## config.mk

```make
export PLATFORM = sky130hd
export DESIGN_NAME = banked_irq_ctrl
export DESIGN_NICKNAME = d
export VERILOG_FILES = /design/src/rtl/bic_pkg.sv /design/src/rtl/bic_bank.sv /design/src/rtl/bic_prio.sv /design/src/rtl/bic_ctrl.sv /design/src/rtl/banked_irq_ctrl.sv
export SDC_FILE = /design/constraint.sdc
export NUM_CORES = 1
export LEC_CHECK = 0
export CORE_UTILIZATION = 40
export DETAILED_ROUTE_END_ITERATION = 10
export DONT_BUFFER_PORTS = 1
export GPL_TIMING_DRIVEN = 0
export PLACE_DENSITY_LB_ADDON = 0.05
export SYNTH_ARGS = -nofsm -noshare
export SYNTH_HDL_FRONTEND = slang
export SYNTH_SLANG_ARGS = --single-unit
```

## constraint.sdc

```tcl
create_clock -name clk -period 3.6 [get_ports clk]
set_clock_uncertainty 0.05 [all_clocks]
set_input_delay 0.72 -clock clk [delete_from_list [all_inputs] [get_ports clk]]
set_output_delay 0.72 -clock clk [all_outputs]
set_load 0.02 [all_outputs]
```

## src/rtl/bic_pkg.sv

```systemverilog
// Package: shared constants and types for the banked interrupt controller.
// Assumes every bank carries exactly 32 sources and 32-bit registers.
package bic_pkg;
    localparam int unsigned SRC_PER_BANK = 32;
    localparam int unsigned DATA_W       = 32;

    // Register select, taken from address bits [3:2] inside a bank block.
    typedef enum logic [1:0] {
        REG_EVENT  = 2'd0,
        REG_ENABLE = 2'd1,
        REG_ACK    = 2'd2,
        REG_LINES  = 2'd3
    } reg_sel_e;

    // Per-bank write command decoded from the register bus.
    typedef struct packed {
        logic              set_enable;
        logic              do_ack;
        logic [DATA_W-1:0] data;
    } bank_wr_t;
endpackage

```

## src/rtl/bic_bank.sv

```systemverilog
// Module: one bank of 32 sources. Holds the enable and event registers,
// detects rising edges against a registered copy of the lines, and forms
// the pending set. Assumes the lines are already synchronous to clk.
module bic_bank
    import bic_pkg::*;
#(
    parameter logic [31:0] LVL_MASK = 32'h3ff0_0000
) (
    input  logic        clk,
    input  logic        rst_n,
    input  logic [31:0] lines,
    input  bank_wr_t    wr,
    output logic [31:0] event_o,
    output logic [31:0] enable_o,
    output logic [31:0] pending_o
);
    logic [31:0] line_q;
    logic [31:0] event_q;
    logic [31:0] en_q;
    logic [31:0] rise;
    logic [31:0] latch_set;
    logic [31:0] ack_clr;

    // Rising edges and the subset that may latch (edge-type and enabled).
    always_comb begin
        rise      = lines & ~line_q;
        latch_set = rise & en_q & ~LVL_MASK;
        ack_clr   = wr.do_ack ? wr.data : 32'h0;
    end

    // Keep the previous line state for edge detection.
    always_ff @(posedge clk) begin
        if (!rst_n) line_q <= '0;
        else        line_q <= lines;
    end

    // Enable register, written whole by software.
    always_ff @(posedge clk) begin
        if (!rst_n)             en_q <= '0;
        else if (wr.set_enable) en_q <= wr.data;
    end

    // Event latch: acknowledge clears, a new edge wins over the clear.
    always_ff @(posedge clk) begin
        if (!rst_n) event_q <= '0;
        else        event_q <= (event_q & ~ack_clr) | latch_set;
    end

    // Pending set combines latched edges with raw level-type lines.
    always_comb begin
        pending_o = (event_q | (lines & LVL_MASK)) & en_q;
    end

    assign event_o  = event_q;
    assign enable_o = en_q;

    // level-type sources never appear in the event latch.
    a_r3_level_no_event: assert property (@(posedge clk) disable iff (!rst_n)
        (event_q & LVL_MASK) == 32'h0);

    // no event bit becomes set while its enable was 0.
    a_r5_no_latch_disabled: assert property (@(posedge clk) disable iff (!rst_n)
        rst_n |=> ((event_q & ~$past(event_q) & ~$past(en_q)) == 32'h0));

    // without an acknowledge, latched events are kept.
    a_r2_event_sticky: assert property (@(posedge clk) disable iff (!rst_n)
        !wr.do_ack |=> ((event_q & $past(event_q)) == $past(event_q)));

    // acknowledged bits without a concurrent rising edge are cleared.
    a_r4_ack_clears: assert property (@(posedge clk) disable iff (!rst_n)
        wr.do_ack |=> ((event_q & $past(wr.data) & ~$past(rise)) == 32'h0));
endmodule

```

## src/rtl/bic_prio.sv

```systemverilog
// Module: finds the highest-numbered set bit of a vector.
// Assumes N is at least 2; returns index 0 when no bit is set.
module bic_prio #(
    parameter int unsigned N     = 64,
    localparam int unsigned IDX_W = $clog2(N)
) (
    input  logic [N-1:0]     vec,
    output logic             any,
    output logic [IDX_W-1:0] idx
);
    // Scan upward so the last set bit found is the highest.
    always_comb begin
        any = 1'b0;
        idx = '0;
        for (int i = 0; i < int'(N); i++) begin
            if (vec[i]) begin
                any = 1'b1;
                idx = IDX_W'(i);
            end
        end
    end
endmodule

```

## src/rtl/bic_ctrl.sv

```systemverilog
// Module: one controller of BANKS banks with its register decode.
// Bank b sits at block (BANKS-b)*0x10, so bank 0 is highest in the window.
// Assumes single-cycle writes and combinational reads.
module bic_ctrl
    import bic_pkg::*;
#(
    parameter int unsigned BANKS    = 2,
    parameter logic [31:0] LVL_MASK = 32'h3ff0_0000,
    localparam int unsigned N       = SRC_PER_BANK * BANKS,
    localparam int unsigned BLK_W   = $clog2(BANKS + 1),
    localparam int unsigned SPAN_W  = BLK_W + 4
) (
    input  logic              clk,
    input  logic              rst_n,
    input  logic [N-1:0]      lines,
    input  logic              wr_en,
    input  logic [SPAN_W-1:0] addr,
    input  logic [31:0]       wdata,
    output logic [31:0]       rdata,
    output logic [N-1:0]      pending
);
    logic [BLK_W-1:0] blk;
    reg_sel_e         rsel;
    logic [31:0]      ev_arr [BANKS];
    logic [31:0]      en_arr [BANKS];

    assign blk  = addr[SPAN_W-1:4];
    assign rsel = reg_sel_e'(addr[3:2]);

    for (genvar b = 0; b < int'(BANKS); b++) begin : g_bank
        localparam logic [BLK_W-1:0] MY_BLK = BLK_W'(BANKS - b);
        bank_wr_t cmd;
        logic     hit;

        // Decode a write aimed at this bank.
        always_comb begin
            hit            = wr_en && (blk == MY_BLK);
            cmd.set_enable = hit && (rsel == REG_ENABLE);
            cmd.do_ack     = hit && (rsel == REG_ACK);
            cmd.data       = wdata;
        end

        bic_bank #(.LVL_MASK(LVL_MASK)) u_bank (
            .clk       (clk),
            .rst_n     (rst_n),
            .lines     (lines[b*32 +: 32]),
            .wr        (cmd),
            .event_o   (ev_arr[b]),
            .enable_o  (en_arr[b]),
            .pending_o (pending[b*32 +: 32])
        );
    end

    // Read mux: select bank by block, then register by rsel.
    always_comb begin
        rdata = '0;
        for (int b = 0; b < int'(BANKS); b++) begin
            if (blk == BLK_W'(int'(BANKS) - b)) begin
                case (rsel)
                    REG_EVENT:  rdata = ev_arr[b];
                    REG_ENABLE: rdata = en_arr[b];
                    REG_LINES:  rdata = lines[b*32 +: 32];
                    default:    rdata = '0;
                endcase
            end
        end
    end
endmodule

```

## src/rtl/banked_irq_ctrl.sv

```systemverilog
// Module: top of the banked interrupt controller. A primary controller
// drives the registered request; an optional secondary controller cascades
// into primary source CASCADE_SRC, which must be a level-type bit there.
// Address bit ADDR_W-1 selects the secondary controller.
module banked_irq_ctrl
    import bic_pkg::*;
#(
    parameter int unsigned BANKS        = 2,
    parameter logic [31:0] PRI_LVL_MASK = 32'h3ff0_0000,
    parameter logic [31:0] SEC_LVL_MASK = 32'h1ff0_0000,
    parameter bit          HAS_SEC      = 1'b1,
    parameter int unsigned CASCADE_SRC  = 21
) (
    input  logic                              clk,
    input  logic                              rst_n,
    input  logic [32*BANKS-1:0]               pri_lines,
    input  logic [32*BANKS-1:0]               sec_lines,
    input  logic [$clog2(BANKS+1)+4:0]        bus_addr,
    input  logic                              bus_wr,
    input  logic [31:0]                       bus_wdata,
    output logic [31:0]                       bus_rdata,
    output logic                              irq,
    output logic [$clog2(32*BANKS)-1:0]       irq_src,
    output logic                              cascade_req
);
    localparam int unsigned N      = SRC_PER_BANK * BANKS;
    localparam int unsigned BLK_W  = $clog2(BANKS + 1);
    localparam int unsigned SPAN_W = BLK_W + 4;
    localparam int unsigned ADDR_W = SPAN_W + 1;
    localparam int unsigned IDX_W  = $clog2(N);

    logic              sec_sel;
    logic [N-1:0]      pri_in;
    logic [N-1:0]      pri_pending;
    logic [31:0]       pri_rdata;
    logic [31:0]       sec_rdata;
    logic              cascade;
    logic              any_pending;
    logic [IDX_W-1:0]  top_idx;
    logic              irq_q;
    logic [IDX_W-1:0]  src_q;

    assign sec_sel = bus_addr[ADDR_W-1];

    if (HAS_SEC) begin : g_sec
        logic [N-1:0] sec_pending;

        bic_ctrl #(.BANKS(BANKS), .LVL_MASK(SEC_LVL_MASK)) u_sec (
            .clk     (clk),
            .rst_n   (rst_n),
            .lines   (sec_lines),
            .wr_en   (bus_wr && sec_sel),
            .addr    (bus_addr[SPAN_W-1:0]),
            .wdata   (bus_wdata),
            .rdata   (sec_rdata),
            .pending (sec_pending)
        );

        // Combined secondary request replaces one primary line.
        always_comb begin
            cascade             = |sec_pending;
            pri_in              = pri_lines;
            pri_in[CASCADE_SRC] = cascade;
        end
    end else begin : g_nosec
        // Without a secondary the primary sees its lines unchanged.
        always_comb begin
            cascade   = 1'b0;
            pri_in    = pri_lines;
            sec_rdata = '0;
        end
    end

    bic_ctrl #(.BANKS(BANKS), .LVL_MASK(PRI_LVL_MASK)) u_pri (
        .clk     (clk),
        .rst_n   (rst_n),
        .lines   (pri_in),
        .wr_en   (bus_wr && !sec_sel),
        .addr    (bus_addr[SPAN_W-1:0]),
        .wdata   (bus_wdata),
        .rdata   (pri_rdata),
        .pending (pri_pending)
    );

    bic_prio #(.N(N)) u_prio (
        .vec (pri_pending),
        .any (any_pending),
        .idx (top_idx)
    );

    // Register the request and the index of the source to service.
    always_ff @(posedge clk) begin
        if (!rst_n) begin
            irq_q <= 1'b0;
            src_q <= '0;
        end else begin
            irq_q <= any_pending;
            src_q <= top_idx;
        end
    end

    assign bus_rdata   = sec_sel ? sec_rdata : pri_rdata;
    assign irq         = irq_q;
    assign irq_src     = src_q;
    assign cascade_req = cascade;

    // with no request the reported source index is 0.
    a_r7_src_idle: assert property (@(posedge clk) disable iff (!rst_n)
        !irq_q |-> (src_q == '0));

    // the request follows the primary pending set by one clock edge.
    a_r7_irq_tracks: assert property (@(posedge clk) disable iff (!rst_n)
        (|pri_pending) |=> irq_q);
endmodule

```

==> reports/qor.csv <==
stage;metric;value;unit
global_routing;grt_max_degree;20;
finish;fillers;4313;
worst_setup_path;cp_slowest_stage_delay;0.46;ns
global_routing;use_met1;0.445;
cts;clk_pin_slew;0.06;ns
worst_setup_path;required;2.83;ns
global_routing;grt_pass1_vias;15600;
yosys;synth_edf_count;0;
drt;via_per_inst;5.96;
cts;cts_buffers;43;
worst_setup_path;timing_worst_setup_path_type;reg2out;
timing;setup_ws;0.0160;ns
yosys;syn_area;17000;sq um
timing;period_share;0.996;
drt;drt_iter0_markers;1597;
floorplan;fp-row-count;75;
floorplan;core;41900;sq um
finish;fin_nets;2375;
cts;clk_latency;0.58;ns
timing;hold_violations;0;
floorplan;die_h;208;um
drt;wl;73100;um
cts;cts.sinks;353;
drt;vias;16500;
placement;gp_congestion;0.937;
worst_setup_path;cp-end-kind;primary output;
timing;max_freq;0.279;GHz
worst_setup_path;cp_cell_sequence;a22oi_1 -> nand4_1 -> nor4_4 -> nand4_1 -> o2111ai_2 -> a21oi_2;
floorplan;start_util;0.405;
drt;wl_per_cell;26.3;um
timing;slew_viol_final;0;
worst_setup_path;path_max_fanout;3;
worst_setup_path;crit_slowest_cell;nand4_1;
cts;clock_tree.buffer_depth;3;
pwr;max-vdd-ir-drop;0.000307;V
yosys;async_reset_ff_frac;0;
yosys;ys_seq_elements;353;
cts;cts_root_buf;clkbuf_16;
placement;dpl-instance-area;17600;sq um
floorplan;die-area;43200;sq um
cts;cts_tree;yes;
finish;utilization;0.458;
global_routing;antenna_found_initial;2;
placement;place_ws;-0.423;ns
floorplan;fp.dieW;208;um
finish;fin_area;19200;sq um
flow_run;maxCapViolations;0;
worst_setup_path;cpMostUsedCell;nand4_1;
global_routing;gr-total-overflow;0;
timing;setup_viol;0;
drt;drt-pass1-iter-count;8;
pwr;p_leak;6.84;nW
global_routing;globalRouteTotalUtil;0.333;
yosys;synth_area_leader_cell;dfxtp_1;
timing;layout_min_cycle_time;3.58;ns
finish;multi_input_area;9180;sq um
global_routing;grt_pass1_wl;107000;um
finish;mostFrequentLayoutCells;nand2_1, dfxtp_1, a21oi_1, nor2_1, a22oi_1;
yosys;ys_seq_area_frac;0.417;
cts;cts.htree.levels;2;
yosys;syn_avg_cell_area;7.85;sq um
floorplan;io_pins;210;
yosys;ys_warn_count;0;
placement;io_buffers;0;
drt;remaining_drc_errors;0;
finish;final_common_cell;nand2_1;
outcome;status;completed;
finish;area_delta_synth_final;13.0;%
worst_setup_path;cp-start-kind;flip-flop;
global_routing;grt_use_met2;0.510;
pwr;p_per_area;482;nW/um^2
timing;rsz0062_at_grt;true;
finish;regArea;7070;sq um
yosys;synth_cell_types;58;
global_routing;busiest_layer;met2;
timing;timing.slew.headroom;0.274;
yosys;synth_cells;2161;
worst_hold_path;hold_class;in2reg;
placement;dpl.hpwl;54400;um
finish;drive_above_1_share;0.131;
drt;ant_nets;0;
yosys;synthFlopType;dfxtp_1;
global_routing;use_met3;0.0749;
timing;worstMarginPinSlew;1.09;ns
yosys;yosys-top-cells-area;dfxtp_1, nand2_1, mux2_2, a21oi_1, a22oi_1;
yosys;synth_top_area_frac;0.417;
worst_setup_path;cp.arrival;2.81;ns
yosys;synth.net_count;2331;
-- layer usage --
layer	vias to the layer above	wire, um
met5	-	0
met4	0	3360
met3	122	6490
met2	697	31900
met1	8053	31300
li1	7668	-
-- report_power, final --
group | total, mW | internal (mW) | leakage (nW) | switching, mW
clock network | 4.46 | 2.69 | 0.725 | 1.78
logic | 0.764 | 0.231 | 3.24 | 0.533
registers | 4.01 | 3.98 | 2.87 | 0.0340
-- state kept, by name, summed over array words and instances, names as in the netlist --
register / flops
irq: 1
u_pri.g_bank.u_bank.line_q: 44
g_sec.u_sec.g_bank.u_bank.enable_o: 64
g_sec.u_sec.g_bank.u_bank.line_q: 46
u_pri.g_bank.u_bank.event_o: 64
u_pri.g_bank.u_bank.enable_o: 64
g_sec.u_sec.g_bank.u_bank.event_o: 64
irq_src: 6
-- kinds of logic after synthesis --
logic type,share of synthesized area
buffers and inverters,0.0459
flip-flops,0.417
AND/OR/NAND/NOR,0.218
AO/OA/AOI/OAI,0.235
multiplexers,0.0843
-- metrics by stage --
| stage | TNS, ns | std cells | power, mW | hold slack [ns] |
|---|---|---|---|---|
| 6_report | 0 | 2777 | 9.24 | 0.209 |
| 5_1_grt | -0.0368 | 2777 | 9.47 | 0.205 |
| 4_1_cts | 0 | 2775 | 9.27 | 0.192 |
| 3_5_place_dp | -5.09 | 2700 | 4.84 | 0.385 |
| 3_3_place_gp | -5.03 | 2700 | 4.84 | 0.380 |
| 2_1_floorplan | 0 | 2161 | 4.56 | 0.372 |
-- worst max-delay path, delay by kind of cell, from the launching register on --
kind | cells | cell delay, ns
flip-flops | 1 | 0.35
AND/OR/NAND/NOR | 3 | 1.07
AO/OA/AOI/OAI | 3 | 0.80
-- cells in the mapped netlist, types with 10 or more instances --
library cell / number
dfxtp_1: 353
o221ai_1: 31
o21ai_0: 34
nor2_1: 190
a21oi_1: 268
nand2_1: 516
buf_2: 52
nand3_1: 15
clkbuf_1: 108
nand4_1: 17
and2_1: 92
a22oi_1: 164
mux2_2: 127
o21a_1: 38
o22ai_1: 31
buf_1: 10
-- layout make-up --
type                    instances  area share
diodes                          2    0.000261
plain buffers                 177      0.0407
clock buffers                  68      0.0721
clock inverters                 8     0.00339
inverters                       4    0.000783
multi-input cells            1626       0.479
flip-flops and latches        353       0.369
well taps                     539      0.0352
-- path summary, 6_finish.rpt --
check,start,end,slack [ns],cells past startpoint
setup / recovery,g_sec.u_sec.g_bank[0].u_bank.event_o[6],bus_rdata[21],0.02,6
hold / removal,sec_lines[34],g_sec.u_sec.g_bank[1].u_bank.line_q[2],0.21,1
setup reg to reg,u_pri.g_bank[1].u_bank.event_o[26],irq,1.00,6
hold reg to reg,u_pri.g_bank[0].u_bank.event_o[27],u_pri.g_bank[0].u_bank.event_o[27],0.40,2
-- timing repair --
action | in CTS | in global routing
hold buffers | 0 | 0
endpoints found under the setup margin | 31 | 19
buffers inserted | 0 | 0
pin swaps | 4 | 1
cloned | 0 | 0
resized for setup | 20 | 14
No activity file was read; power rests on OpenSTA's default activity.
